[config.mk]
export PLATFORM = sky130hd
export DESIGN_NAME = rsc_event_counter
export DESIGN_NICKNAME = d
export VERILOG_FILES = /design/src/rtl/rsc_counter_pkg.sv /design/src/rtl/rsc_select.sv /design/src/rtl/rsc_cfg_regs.sv /design/src/rtl/rsc_count_core.sv /design/src/rtl/rsc_event_counter.sv
export SDC_FILE = /design/constraint.sdc
export NUM_CORES = 1
export LEC_CHECK = 0
export BUFFER_PORTS_ARGS = -buffer_cell sky130_fd_sc_hd__buf_4
export CAP_MARGIN = 20
export CELL_PAD_IN_SITES_DETAIL_PLACEMENT = 2
export CELL_PAD_IN_SITES_GLOBAL_PLACEMENT = 2
export CORE_MARGIN = 3
export CORE_UTILIZATION = 27
export CTS_CLUSTER_DIAMETER = 200
export DETAILED_ROUTE_END_ITERATION = 12
export PLACE_DENSITY_LB_ADDON = 0.1
export RECOVER_POWER = 50
export SKIP_LAST_GASP = 1
export SYNTH_ARGS = -nofsm -noshare
export SYNTH_HDL_FRONTEND = slang
export SYNTH_SLANG_ARGS = --single-unit
export TNS_END_PERCENT = 1
[constraint.sdc]
create_clock -name clk -period 3 [get_ports clk]
set_input_delay 0.6 -clock clk [delete_from_list [all_inputs] [get_ports clk]]
set_output_delay 0.6 -clock clk [all_outputs]
set_load 0.05 [all_outputs]
[src/rtl/rsc_counter_pkg.sv]
// Package: field positions of the configuration word and the register addresses.
// Assumes the fixed layout given in the brief; widths of data paths are module parameters.
package rsc_counter_pkg;
    localparam int CFG_W        = 32;
    localparam int SEL_W        = 4;
    localparam int CNT_SEL_LSB  = 0;
    localparam int CNT_TYPE_BIT = 7;
    localparam int RLD_SEL_LSB  = 8;
    localparam int RLD_TYPE_BIT = 15;
    localparam int SELF_RLD_BIT = 16;
    localparam logic [CFG_W-1:0] CFG_MASK = 32'h0001_8F8F;

    typedef enum logic [1:0] {
        ADDR_CFG = 2'd0,
        ADDR_RLD = 2'd1
    } reg_addr_e;

    typedef struct packed {
        logic             self_rld;
        logic             rld_type;
        logic [SEL_W-1:0] rld_sel;
        logic             cnt_type;
        logic [SEL_W-1:0] cnt_sel;
    } cfg_t;
endpackage

[src/rtl/rsc_select.sv]
// Resource selector: picks one single line or one pair result.
// Assumes N_PAIR <= 2**SEL_W; pair mode uses only the low PAIR_W selector bits.
module rsc_select #(
    parameter int N_SINGLE = 16,
    parameter int N_PAIR   = 8,
    parameter int SEL_W    = 4
) (
    input  logic                is_pair_i,
    input  logic [SEL_W-1:0]    sel_i,
    input  logic [N_SINGLE-1:0] single_i,
    input  logic [N_PAIR-1:0]   pair_i,
    output logic                hit_o
);
    localparam int PAIR_W = (N_PAIR > 1) ? $clog2(N_PAIR) : 1;

    logic single_hit;
    logic pair_hit;

    // Pick a single line; out-of-range codes select nothing.
    always_comb begin
        single_hit = 1'b0;
        for (int i = 0; i < N_SINGLE; i++) begin
            if (sel_i == SEL_W'(i)) single_hit = single_i[i];
        end
    end

    // Pick a pair result from the low selector bits only.
    always_comb begin
        pair_hit = 1'b0;
        for (int j = 0; j < N_PAIR; j++) begin
            if (sel_i[PAIR_W-1:0] == PAIR_W'(j)) pair_hit = pair_i[j];
        end
    end

    // Choose between single and pair by the type bit.
    assign hit_o = is_pair_i ? pair_hit : single_hit;
endmodule

[src/rtl/rsc_cfg_regs.sv]
// Register file: configuration word and reload value behind a write/read port.
// Assumes writes land at the rising edge; reads are combinational; reserved bits are not stored.
module rsc_cfg_regs
    import rsc_counter_pkg::*;
#(
    parameter int CNT_W  = 16,
    parameter int ADDR_W = 2
) (
    input  logic              clk,
    input  logic              rst_n,
    input  logic              wr_en_i,
    input  logic [ADDR_W-1:0] wr_addr_i,
    input  logic [CFG_W-1:0]  wr_data_i,
    input  logic [ADDR_W-1:0] rd_addr_i,
    output logic [CFG_W-1:0]  rd_data_o,
    output cfg_t              cfg_o,
    output logic [CNT_W-1:0]  rld_val_o
);
    cfg_t             cfg_q;
    logic [CNT_W-1:0] rld_q;

    // Store only the defined configuration fields.
    always_ff @(posedge clk) begin
        if (!rst_n) begin
            cfg_q <= '0;
        end else if (wr_en_i && wr_addr_i == ADDR_W'(ADDR_CFG)) begin
            cfg_q.self_rld <= wr_data_i[SELF_RLD_BIT];
            cfg_q.rld_type <= wr_data_i[RLD_TYPE_BIT];
            cfg_q.rld_sel  <= wr_data_i[RLD_SEL_LSB +: SEL_W];
            cfg_q.cnt_type <= wr_data_i[CNT_TYPE_BIT];
            cfg_q.cnt_sel  <= wr_data_i[CNT_SEL_LSB +: SEL_W];
        end
    end

    // Store the reload value from the low data bits.
    always_ff @(posedge clk) begin
        if (!rst_n) begin
            rld_q <= '0;
        end else if (wr_en_i && wr_addr_i == ADDR_W'(ADDR_RLD)) begin
            rld_q <= wr_data_i[CNT_W-1:0];
        end
    end

    // Assemble read data; reserved bits and unmapped addresses give zero.
    always_comb begin
        rd_data_o = '0;
        if (rd_addr_i == ADDR_W'(ADDR_CFG)) begin
            rd_data_o[SELF_RLD_BIT]             = cfg_q.self_rld;
            rd_data_o[RLD_TYPE_BIT]             = cfg_q.rld_type;
            rd_data_o[RLD_SEL_LSB +: SEL_W]     = cfg_q.rld_sel;
            rd_data_o[CNT_TYPE_BIT]             = cfg_q.cnt_type;
            rd_data_o[CNT_SEL_LSB +: SEL_W]     = cfg_q.cnt_sel;
        end else if (rd_addr_i == ADDR_W'(ADDR_RLD)) begin
            rd_data_o[CNT_W-1:0] = rld_q;
        end
    end

    assign cfg_o     = cfg_q;
    assign rld_val_o = rld_q;

    AST_RSV_ZERO: assert property (@(posedge clk) disable iff (!rst_n)
        (rd_addr_i == ADDR_W'(ADDR_CFG)) |-> ((rd_data_o & ~CFG_MASK) == '0));
    AST_UNMAPPED_ZERO: assert property (@(posedge clk) disable iff (!rst_n)
        (rd_addr_i != ADDR_W'(ADDR_CFG) && rd_addr_i != ADDR_W'(ADDR_RLD)) |-> (rd_data_o == '0));
endmodule

[src/rtl/rsc_count_core.sv]
// Count core: decrements on the count resource, reloads on the reload resource or on self-reload.
// Assumes the resource hits are already decoded; reload has priority over decrement.
module rsc_count_core #(
    parameter int CNT_W = 16
) (
    input  logic             clk,
    input  logic             rst_n,
    input  logic             cnt_hit_i,
    input  logic             rld_hit_i,
    input  logic             self_rld_i,
    input  logic [CNT_W-1:0] rld_val_i,
    output logic [CNT_W-1:0] count_o,
    output logic             zero_o
);
    logic [CNT_W-1:0] cnt_q;
    logic             at_zero;
    logic             self_fire;
    logic             reload;

    assign at_zero   = (cnt_q == '0);
    assign self_fire = self_rld_i && at_zero && cnt_hit_i;
    assign reload    = rld_hit_i || self_fire;

    // Update the count: reload first, then decrement if allowed.
    always_ff @(posedge clk) begin
        if (!rst_n) begin
            cnt_q <= '0;
        end else if (reload) begin
            cnt_q <= rld_val_i;
        end else if (cnt_hit_i && !at_zero) begin
            cnt_q <= cnt_q - 1'b1;
        end
    end

    assign count_o = cnt_q;
    assign zero_o  = at_zero;

    AST_RLD_LOADS: assert property (@(posedge clk) disable iff (!rst_n)
        rld_hit_i |=> (count_o == $past(rld_val_i)));
    AST_DEC_ONE: assert property (@(posedge clk) disable iff (!rst_n)
        (cnt_hit_i && !rld_hit_i && count_o != '0) |=> (count_o == $past(count_o) - 1'b1));
    AST_HOLD_ZERO: assert property (@(posedge clk) disable iff (!rst_n)
        (count_o == '0 && !rld_hit_i && !self_rld_i) |=> (count_o == '0));
    AST_SELF_RELOAD: assert property (@(posedge clk) disable iff (!rst_n)
        (self_rld_i && count_o == '0 && cnt_hit_i) |=> (count_o == $past(rld_val_i)));
    AST_IDLE_STABLE: assert property (@(posedge clk) disable iff (!rst_n)
        (!cnt_hit_i && !rld_hit_i) |=> $stable(count_o));
endmodule

[src/rtl/rsc_event_counter.sv]
// Top: resource-driven reloadable down-counter with its register port.
// Assumes resource lines are synchronous to clk; configuration takes effect the edge after a write.
module rsc_event_counter
    import rsc_counter_pkg::*;
#(
    parameter int N_SINGLE = 16,
    parameter int N_PAIR   = 8,
    parameter int CNT_W    = 16,
    parameter int ADDR_W   = 2
) (
    input  logic                clk,
    input  logic                rst_n,
    input  logic [N_SINGLE-1:0] single_i,
    input  logic [N_PAIR-1:0]   pair_i,
    input  logic                wr_en_i,
    input  logic [ADDR_W-1:0]   wr_addr_i,
    input  logic [CFG_W-1:0]    wr_data_i,
    input  logic [ADDR_W-1:0]   rd_addr_i,
    output logic [CFG_W-1:0]    rd_data_o,
    output logic [CNT_W-1:0]    count_o,
    output logic                zero_o
);
    cfg_t             cfg;
    logic [CNT_W-1:0] rld_val;
    logic             cnt_hit;
    logic             rld_hit;

    rsc_cfg_regs #(.CNT_W(CNT_W), .ADDR_W(ADDR_W)) u_regs (
        .clk       (clk),
        .rst_n     (rst_n),
        .wr_en_i   (wr_en_i),
        .wr_addr_i (wr_addr_i),
        .wr_data_i (wr_data_i),
        .rd_addr_i (rd_addr_i),
        .rd_data_o (rd_data_o),
        .cfg_o     (cfg),
        .rld_val_o (rld_val)
    );

    rsc_select #(.N_SINGLE(N_SINGLE), .N_PAIR(N_PAIR), .SEL_W(SEL_W)) u_cnt_sel (
        .is_pair_i (cfg.cnt_type),
        .sel_i     (cfg.cnt_sel),
        .single_i  (single_i),
        .pair_i    (pair_i),
        .hit_o     (cnt_hit)
    );

    rsc_select #(.N_SINGLE(N_SINGLE), .N_PAIR(N_PAIR), .SEL_W(SEL_W)) u_rld_sel (
        .is_pair_i (cfg.rld_type),
        .sel_i     (cfg.rld_sel),
        .single_i  (single_i),
        .pair_i    (pair_i),
        .hit_o     (rld_hit)
    );

    rsc_count_core #(.CNT_W(CNT_W)) u_core (
        .clk        (clk),
        .rst_n      (rst_n),
        .cnt_hit_i  (cnt_hit),
        .rld_hit_i  (rld_hit),
        .self_rld_i (cfg.self_rld),
        .rld_val_i  (rld_val),
        .count_o    (count_o),
        .zero_o     (zero_o)
    );

    AST_ZERO_FLAG: assert property (@(posedge clk) disable iff (!rst_n)
        zero_o == (count_o == '0));
endmodule

== Word-level counts from Yosys, hierarchy flattened ==
Index checks and enable logic that the tools add are counted.

* Output and inout port bits: 49
* Latch bits: 0
* Input bits: 63
* ROM bits: 0
* Memories kept: 0
* Bits in registers: 43
* RAM bits: 0
* Word-level logic and storage cells: 128

* Multiplexer cells: 59
* $lt $le $gt $ge: 0
* Shift-type cells: 0
* Bitwise operators: 0
* $add $sub $neg: 1
* Reduce and logical (&&, ||, !) cells: 15
* Divide/modulo/power cells: 0
* $mul: 0
* Equal/unequal tests: 46

{| class="wikitable"
|+ Operator list
! cell !! count
|-
| $eq 4x4->1 const B || 16
|-
| $mux 1 || 52
|-
| $mux 16 || 3
|-
| $eq 4x3->1 const B || 8
|-
| $eq 3x3->1 const B || 8
|-
| $eq 4x2->1 const B || 4
|-
| $logic_not 16->1 || 1
|-
| $sub 16x1->16 const B || 1
|-
| $eq 3x2->1 const B || 4
|-
| $eq 4x1->1 const B || 2
|-
| $logic_not 4->1 || 2
|-
| $eq 3x1->1 const B || 2
|-
| $logic_not 3->1 || 2
|-
| $mux 3 || 2
|-
| $logic_and 1x1->1 || 5
|-
| $mux 5 || 1
|-
| $eq 2x1->1 const B || 2
|-
| $logic_not 2->1 || 2
|-
| $mux 4 || 1
|-
| $reduce_bool 2->1 || 1
|-
| $logic_not 1->1 || 1
|-
| $logic_or 1x1->1 || 1
|}

== Logic depth before layout (Yosys ltp) ==
Gate-level depths: netlist of run 1.

* Depth after elaboration: 21
* Mapped depth: 9
* Mapped depth without buffers: 8

== By module ==
From an unflattened synthesis of run 1, not the netlist that was laid out.

* Cells, all modules: 329
* Area total of the unflattened synthesis: 2899.0 sq um

{| class="wikitable"
|+ By module, submodules not included
! module !! instances !! sequential area each (sq um) !! cells an instance !! area each (sq um)
|-
| rsc_cfg_regs || 1 || 540.5 || 154 || 1367.6
|-
| rsc_count_core || 1 || 320.3 || 121 || 1031.0
|-
| rsc_select || 2 || 0.0 || 27 || 250.2
|}

== Worst setup path after synthesis of run 1 ==
OpenSTA, ideal clock, no wires.

* Path type: flip-flop to output port
* Start: reg u_core.cnt_q[6], in the netlist u_core.count_o[6]
* End: out zero_o
* Slack: -0.632 ns
* Arrival time: 3.032 ns
* Cell stages (with the launch flop): 5
* Path buffers: 0
* Path through: dfxtp_1 or4_1 nor4_2 nand2b_1 nor4_1

* Cells in the longest elaborated chain, start to end: 1

{| class="wikitable"
|+ Ends and longest elaborated chain
! element !! RTL line !! text
|-
| start: declaration || rsc_count_core.sv:15 || <nowiki>logic [CNT_W-1:0] cnt_q;</nowiki>
|-
| start signal: assignment || rsc_count_core.sv:29 || <nowiki>cnt_q <= rld_val_i;</nowiki>
|-
| start signal: assignment || rsc_count_core.sv:31 || <nowiki>cnt_q <= cnt_q - 1'b1;</nowiki>
|-
| $logic_not 16->1 || rsc_count_core.sv:20 || <nowiki>assign at_zero = (cnt_q == '0);</nowiki>
|-
| end: declaration || rsc_event_counter.sv:21 || <nowiki>output logic zero_o</nowiki>
|}

Every way passes these cells.

== Worst setup path after layout of run 1 ==
Ends and elaborated chain as after synthesis.

==> results of run 1 <==
==> power by group through the flow <==
stage	Combinational (uW)	Clock (uW)	Sequential [uW]
after floorplan	367	0	759
after global placement	617	0	679
after detailed placement	623	0	682
after CTS	627	499	668
after global routing	659	520	680
final	606	473	669
==> cells by family (layout without fill, tap and decap cells) <==
family          after synthesis  in the layout  synth area share
flops                        43             43             0.322
compound gates               56             56             0.121
simple gates                115            115             0.218
mux                          40             40             0.206
other cells                   1             15           0.00140
xor+xnor                     11             11            0.0360
buf+inv                      36            102            0.0917
fa+ha+maj                     1              1           0.00468
==> repair_timing <==
action	CTS	global route
gates resized for setup	0	1
setup endpoints to repair	0	1
hold buffers	0	0
==> routing by layer <==
layer	track usage	vias to the layer above	wire length [um]
met5	0	-	0
met4	0.0305	0	69
met3	0.0233	6	279
met2	0.275	41	4510
met1	0.217	1174	4140
li1	-	1195	-
==> stage by stage <==
step | utilization | total power (uW) | area [um2] | setup WS [ps] | std cells
after floorplan | - | 1130 | 2740 | 223 | 317
after global placement | 0.356 | 1300 | 3350 | 252 | 504
after detailed placement | 0.356 | 1300 | 3350 | 206 | 504
after CTS | 0.369 | 1790 | 3470 | 84.0 | 512
after global routing | 0.364 | 1860 | 3430 | 20.4 | 512
final | 0.364 | 1750 | 3430 | 152 | 512
==> cells in the final DEF (no fill, tap or decap), drive strengths merged, types with 2 or more instances in the layout <==
| cell | netlist | layout |
|---|---|---|
| buf | 25 | 77 |
| dfxtp | 43 | 43 |
| nand2 | 39 | 39 |
| nor2 | 35 | 35 |
| a21oi | 34 | 34 |
| mux2i | 28 | 28 |
| clkbuf | 7 | 19 |
| o21ai | 16 | 16 |
| conb | 1 | 15 |
| mux4 | 11 | 11 |
| xor2 | 10 | 10 |
| nand3 | 7 | 7 |
| and2 | 6 | 6 |
| nand4 | 5 | 5 |
| nand3b | 4 | 4 |
| nor3 | 4 | 4 |
| inv | 4 | 4 |
| nor3b | 4 | 4 |
| or4 | 2 | 2 |
| nor4 | 2 | 2 |
| nor2b | 2 | 2 |
| nand2b | 2 | 2 |
| a31oi | 2 | 2 |
==> worst max path at each step <==
stage	startpoint	to	slack, ps	cells after the start
2_1_floorplan	u_core.count_o[6]	zero_o	220	4
3_3_place_gp	pair_i[1]	u_core.count_o[7]	250	9
3_5_place_dp	single_i[6]	u_core.count_o[12]	210	9
4_1_cts	u_core.count_o[6]	zero_o	80	5
5_1_grt	u_core.count_o[6]	zero_o	20	5
6_report	u_core.count_o[6]	zero_o	150	5
==> worst max-delay path: stages, from the launching register on <==
cell	delay [ps]
dfxtp_1	370
or4_1	690
nor4_4	260
nand2b_1	170
nor4_4	230
buf_4	240
==> registers in the layout, indices dropped and copies added (netlist names) <==
| signal | cells |
|---|---|
| u_regs.cfg_o | 11 |
| u_core.count_o | 16 |
| u_regs.rld_val_o | 16 |
==> area by class of cell <==
type	count	area [um2]
Clock buffer	6	82.6
Clock inverter	2	35.0
Fill cell	1093	5990
Inverter	4	15.0
Multi-Input combinational cell	238	1640
Sequential cell	43	861
Tap cell	129	161
Timing Repair Buffer	90	627
==> impl_metrics.csv, run 1 <==
group,metric,value,unit
run_status,status,"finished, final reports clean",
timing,hold_viol_final,0,
timing,period_needed,2850,ps
timing,timing.fmax,0.351,GHz
timing,slew_viol_final,0,
critical_path,end_kind,"primary output",
critical_path,startpoint_type,"flop",
synth,synth_area_leaders,"dfxtp_1 32%, mux2i_1 10%, mux4_2 6.7%",
drt,wl,9000,um
final_layout,drive_gt1_frac,0.277,
floorplan,die_area,11100,um2
synth,synth.avg_cell_area,8.82,um2
timing,max_slew_margin,0.430,
global_route,grt_pass1_wl,14300,um
floorplan,start_util,0.284,
timing,hold_ws,484,ps
hold_path,min_to,"u_regs.rld_val_o[12]",
global_route,antenna_found_initial,0,
global_route,grt_use_total,0.161,
floorplan,die_width,106,um
drt,drc_errors,0,
timing,rsz0062_at_grt,"no",
floorplan,top_level_ports,112,
synth,synth-seq-cells,43,
timing,fin_crit_sh,0.949,
drt,routedWlPerCell,17.6,um
critical_path,crit_fanout,6,
critical_path,ff2ff_path_depth,8,
critical_path,ff2ff_setup_slack,270,ps
synth,synth_common_cells,"43 x dfxtp_1, 39 x nand2_1, 35 x nor2_1",
synth,synth-edff-count,0,
global_route,grt_max_degree,29,
synth,yosys.area.top_type,"dfxtp_1",
clocking,post-cts-setup-buffers,0,
clocking,clock_sinks,43,
hold_path,min_from,"u_regs.rld_val_o[12]",
pwr,netSwitchingPower,656,uW
drt,dr.pass1.iters,4,
critical_path,rr_startpoint,"u_regs.cfg_o[6]",
pwr,seqPwrFrac,0.383,
pwr,power.density,510,nW/um2
pwr,internal-power,1090,uW
clocking,cts_buffer_depth,2,
placement,port_buffers,81,
global_route,grt_pass1_vias,2658,
drt,via_per_inst,4.72,
critical_path,worstPathArrival,2250,ps
global_route,overflow,0,
critical_path,r2r-end,"u_core.count_o[0]",
clocking,cts_tree,"done",
synth,ys_types,48,
placement,hpwl,7200,um
clocking,h-tree-depth,2,
final_layout,syn_to_final_growth,28.1,%
timing,tightest_slew,855,ps
final_layout,antenna_cells,0,
synth,yosysMostFrequentCell,"dfxtp_1",
synth,syn_inst,303,
hold_path,hold_class,"flop to flop",
synth,synth_top_area_share,0.322,
synth,synth_seq_area_share,0.322,
timing,setup_tns,0,ps
hold_path,hold_depth,2,
pwr,combPwrFrac,0.347,
clocking,root_buffer,"clkbuf_8",
floorplan,die_h,106,um
synth,ys_warn_count,0,
drt,drt_iter0_drc,57,
clocking,clkTransAtPathRegs,90,ps
drt,vias,2416,
timing,setup_violations,0,
synth,synthFlopType,"dfxtp_1",
final_layout,final_nets,446,
critical_path,crit_required,2400,ps
floorplan,core_area,9420,um2
clocking,clkLatencyLatePin,290,ps
pwr,power.leakage,0.00137,uW
drt,ant_nets,0,
placement,place.gp.congestion,0.723,
critical_path,critical_path_class,"flop to primary output",
pwr,clkPwrFrac,0.271,
clocking,cts_buffers,5,
pwr,vdd_drop_max,0.176,mV
floorplan,row_count,35,
job,drv_cap,0,
synth,synthArstFlopShare,0,
pwr,switching_share,0.375,
timing,finClkSkew,6.95,ps
synth,syn_area,2670,um2
(Power assumes the default switching activity.)
==> inputs of run 2 (changes only) <==
- CELL_PAD_IN_SITES_DETAIL_PLACEMENT: 2 -> 1
==> run 2 against run 1 <==
  * Fmax up 1.2%
  * Sequential share of layout area increased by 0.13 points
  * Sequential cell count unchanged
  * Largest cell class unchanged
  * Clock skew decreased by 3.2 ps
  * Critical endpoint unchanged
==> impl_metrics.csv, run 2 (synthesized netlist as in run 1, its figures left out) <==
group,metric,value,unit
run_status,status,"finished, final reports clean",
final_layout,final_common_cell,"buf_4",
drt,via_per_inst,4.66,
timing,fin_crit_sh,0.939,
timing,hold_ws,475,ps
drt,ant_nets,0,
drt,drc_errors,0,
final_layout,syn_to_final_growth,27.5,%
drt,wl,8360,um
drt,dr.pass1.iters,4,
clocking,cts_tree,"done",
timing,timing.fmax,0.355,GHz
pwr,vdd_drop_max,0.212,mV
critical_path,cp_cell_sequence,"or4_1 > nor4_4 > nand2b_1 > nor4_4 > buf_4",
drt,routedWlPerCell,16.3,um
critical_path,end_kind,"primary output",
timing,finClkSkew,3.74,ps
final_layout,final_nets,446,
critical_path,critical_path.max_stage_delay,690,ps
placement,place.gp.congestion,0.723,
timing,tightest_slew,830,ps
floorplan,die_area,11100,um2
global_route,grt_pass1_wl,13000,um
clocking,h-tree-depth,2,
clocking,clock_sinks,43,
global_route,antenna_found_initial,0,
critical_path,startpoint,"u_core.count_o[6]",
timing,slew_viol_final,0,
global_route,overflow,0,
final_layout,fin_util,0.362,
timing,setup_tns,0,ps
floorplan,start_util,0.284,
clocking,post-cts-setup-buffers,0,
hold_path,hold_class,"flop to flop",
critical_path,path_delay_family,"simple AND/OR/NAND/NOR gates",
final_layout,drive_gt1_frac,0.274,
critical_path,worstPathArrival,2220,ps
critical_path,rr_startpoint,"u_regs.cfg_o[6]",
final_layout,antenna_cells,0,
drt,vias,2387,
timing,period_needed,2820,ps
pwr,total_power,1680,uW
pwr,power.leakage,0.00136,uW
floorplan,core_area,9420,um2
critical_path,crit_top_cell,"nor4_4",
placement,port_buffers,81,
clocking,clkTransAtPathRegs,80,ps
timing,max_slew_margin,0.447,
floorplan,die_h,106,um
hold_path,min_from,"u_regs.rld_val_o[12]",
global_route,grt_use_total,0.146,
clocking,ctsHoldBuffers,0,
critical_path,crit_fanout,6,
timing,rsz0062_at_grt,"no",
floorplan,row_count,35,
critical_path,cp_slowest_cell,"or4_1",
placement,hpwl,6610,um
final_layout,layout_common_cells,"77 x buf_4, 43 x dfxtp_1, 39 x nand2_1",
job,drv_cap,0,
critical_path,crit_required,2400,ps
global_route,grt_max_degree,29,
floorplan,die_width,106,um
critical_path,critical_path_class,"flop to primary output",
clocking,root_buffer,"clkbuf_8",
floorplan,top_level_ports,112,
clocking,cts_resized,0,
clocking,clkLatencyLatePin,290,ps
final_layout,fill_cells,1144,
drt,drt_iter0_drc,51,
timing,hold_viol_final,0,
critical_path,startpoint_type,"flop",
clocking,cts_buffers,5,
timing,setup_violations,0,
pwr,power.density,493,nW/um2
global_route,grt_pass1_vias,2379,
clocking,cts_buffer_depth,2,
critical_path,path_buf_inv,1,
[run 2: through the flow]
stage          setup slack [ps]  cells  cell area, um2
6_report                    184    512            3410
5_1_grt                    16.4    512            3410
4_1_cts                    98.6    512            3450
3_5_place_dp                240    504            3350
3_3_place_gp                252    504            3350
2_1_floorplan               223    317            2740
[run 2: layout make-up]
type	instances	area [um2]	area share
tap	129	161	0.0474
inverter	4	15.0	0.00441
timing repair buffer	90	627	0.184
clock buffer	8	100	0.0294
multi-input combinational	238	1640	0.482
sequential	43	861	0.253
[run 2: worst reg2reg max path, stage by stage (launching register included)]
cell and delay [ps]:
dfxtp_1 640, mux4_2 580, mux4_2 480, nor2_1 100
a21oi_1 90, a31oi_4 300, buf_4 210, o21ai_0 90
a21oi_1 120
[run 2: report_power, final]
part / internal, uW / switching, uW
logic: 212 / 386
registers: 611 / 56.0
clock network: 211 / 204
[run 2: per-layer routing]
metal | vias to the layer above | wire, um | GRT usage
li1 | 1207 | - | -
met1 | 1129 | 3870 | 0.196
met2 | 47 | 4100 | 0.247
met3 | 4 | 339 | 0.0276
met4 | 0 | 45 | 0.0278
met5 | - | 0 | 0
[run 2: path summary, 6_finish.rpt]
path	endpoint	slack [ps]	depth (start not counted)
hold reg to reg	u_regs.rld_val_o[12]	480	2
hold / removal	u_regs.rld_val_o[12]	480	2
setup / recovery	zero_o	180	5
setup reg to reg	u_core.count_o[3]	320	8
==> inputs of run 3 (changes only) <==
- SETUP_SLACK_MARGIN: unset -> 0.2
==> run 3 against run 2 <==
  * Total power increased by 1.7%
  * First-iteration DRC count decreased by 5.9%
  * Register-to-register slack improved by 30 ps
  * Critical path depth unchanged
  * Sequential share of layout area decreased by 0.25 points
  * Critical endpoint unchanged
  * Utilization increased by 0.41 points
  * Combinational power increased by 4.8%
  * Global-route usage increased by 0.090 points
==> impl_metrics.csv, run 3 (synthesized netlist as in run 1, its figures left out) <==
group,metric,value,unit
final_layout,drive_gt1_frac,0.287,
job,drv_cap,0,
final_layout,antenna_cells,0,
final_layout,stdcell_area,3450,um2
clocking,clock_sinks,43,
final_layout,syn_to_final_growth,28.9,%
final_layout,layout_common_cells,"80 x buf_4, 42 x dfxtp_1, 39 x nand2_1",
clocking,clkTransAtPathRegs,80,ps
critical_path,critical_path_class,"flop to primary output",
clocking,cts_buffers,5,
final_layout,final_common_cell,"buf_4",
clocking,ctsHoldBuffers,0,
global_route,grt_pass1_wl,13100,um
global_route,grt_use_total,0.147,
timing,max_slew_margin,0.446,
floorplan,top_level_ports,112,
drt,drc_errors,0,
drt,drt_iter0_drc,48,
clocking,cts_buffer_depth,2,
floorplan,row_count,35,
placement,port_buffers,81,
critical_path,crit_required,2400,ps
critical_path,startpoint_type,"flop",
floorplan,core_area,9420,um2
pwr,power.leakage,0.00138,uW
pwr,power.density,496,nW/um2
placement,place.gp.congestion,0.723,
final_layout,fill_cells,1142,
global_route,grt_pass1_vias,2377,
hold_path,hold_class,"flop to flop",
final_layout,fin_util,0.366,
timing,rsz0062_at_grt,"yes",
timing,fin_crit_sh,0.885,
floorplan,die_h,106,um
drt,routedWlPerCell,16.3,um
timing,finClkSkew,3.75,ps
floorplan,start_util,0.284,
global_route,grt_max_degree,29,
critical_path,crit_fanout,5,
timing,setup_violations,0,
drt,via_per_inst,4.66,
placement,post_dp_cell_area,3350,um2
critical_path,worstPathArrival,2050,ps
timing,setup_tns,0,ps
global_route,antenna_found_initial,0,
floorplan,die_width,106,um
placement,hpwl,6610,um
timing,hold_viol_final,0,
critical_path,end_kind,"primary output",
run_status,status,"finished, final reports clean",
clocking,h-tree-depth,2,
drt,wl,8400,um
drt,dr.pass1.iters,4,
pwr,vdd_drop_max,0.211,mV
timing,timing.fmax,0.377,GHz
clocking,clkLatencyLatePin,290,ps
final_layout,final_nets,450,
clocking,cts_tree,"done",
drt,ant_nets,0,
timing,tightest_slew,831,ps
clocking,root_buffer,"clkbuf_8",
global_route,overflow,0,
floorplan,die_area,11100,um2
drt,vias,2405,
timing,slew_viol_final,0,
timing,period_needed,2650,ps
## run 3: changes by cell type in the layout (fill, tap and decap cells not counted)
cell / delta
or4_1: -1
dfxtp_1: -1
dfxtp_2: +1
buf_6: +1
or4_4: +1
buf_4: +3
## run 3: power by group
| part | leakage [uW] | total [uW] | internal (uW) | switching (uW) |
|---|---|---|---|---|
| logic | 0.000974 | 628 | 236 | 392 |
| registers | 0.000352 | 668 | 611 | 56.9 |
| clock network | 0.0000515 | 414 | 211 | 203 |
## run 3: per-stage QoR
step                      hold slack [ps]  std cells  worst slack, ps  power [uW]
final                                 475        516              346        1710
after global routing                  506        516              156        1810
after CTS                             481        512              263        1720
after detailed placement              469        504              240        1300
after global placement                459        504              252        1300
after floorplan                       442        317              223        1130
## run 3: repair_timing
item / in CTS / in global routing
gates resized for setup: 2 / 2
buffers inserted: 0 / 4
pin swaps: 0 / 3
hold endpoints to repair: 0 / 0
gates cloned: 0 / 0
endpoints found under the setup margin: 1 / 11
## run 3: area by class of cell
class                           instances  area (um2)  share of cell area
Timing Repair Buffer                   94         661               0.192
Multi-Input combinational cell        238        1650               0.478
Inverter                                4        15.0             0.00436
Tap cell                              129         161              0.0468
Sequential cell                        43         862               0.250
Clock buffer                            8         100              0.0290
## run 3: path summary, 6_finish.rpt
kind                   startpoint                    to  slack [ps]  cells after the start
max             u_core.count_o[7]                zero_o         350                      5
min          u_regs.rld_val_o[12]  u_regs.rld_val_o[12]         480                      2
max reg2reg       u_regs.cfg_o[0]    u_core.count_o[13]         350                      8
min reg2reg  u_regs.rld_val_o[12]  u_regs.rld_val_o[12]         480                      2
## run 3: per-layer routing
layer,GRT usage,vias to the layer above,routed length (um)
met5,0,-,0
met2,0.249,41,4160
li1,-,1210,-
met4,0.0278,0,45
met1,0.197,1150,3860
met3,0.0276,4,329
## run 3: critical path, cell delays in order, from the launching register on
cell	delay (ps)
dfxtp_1	360
or4_4	570
nor4_4	300
nand2b_1	160
nor4_4	170
buf_6	190
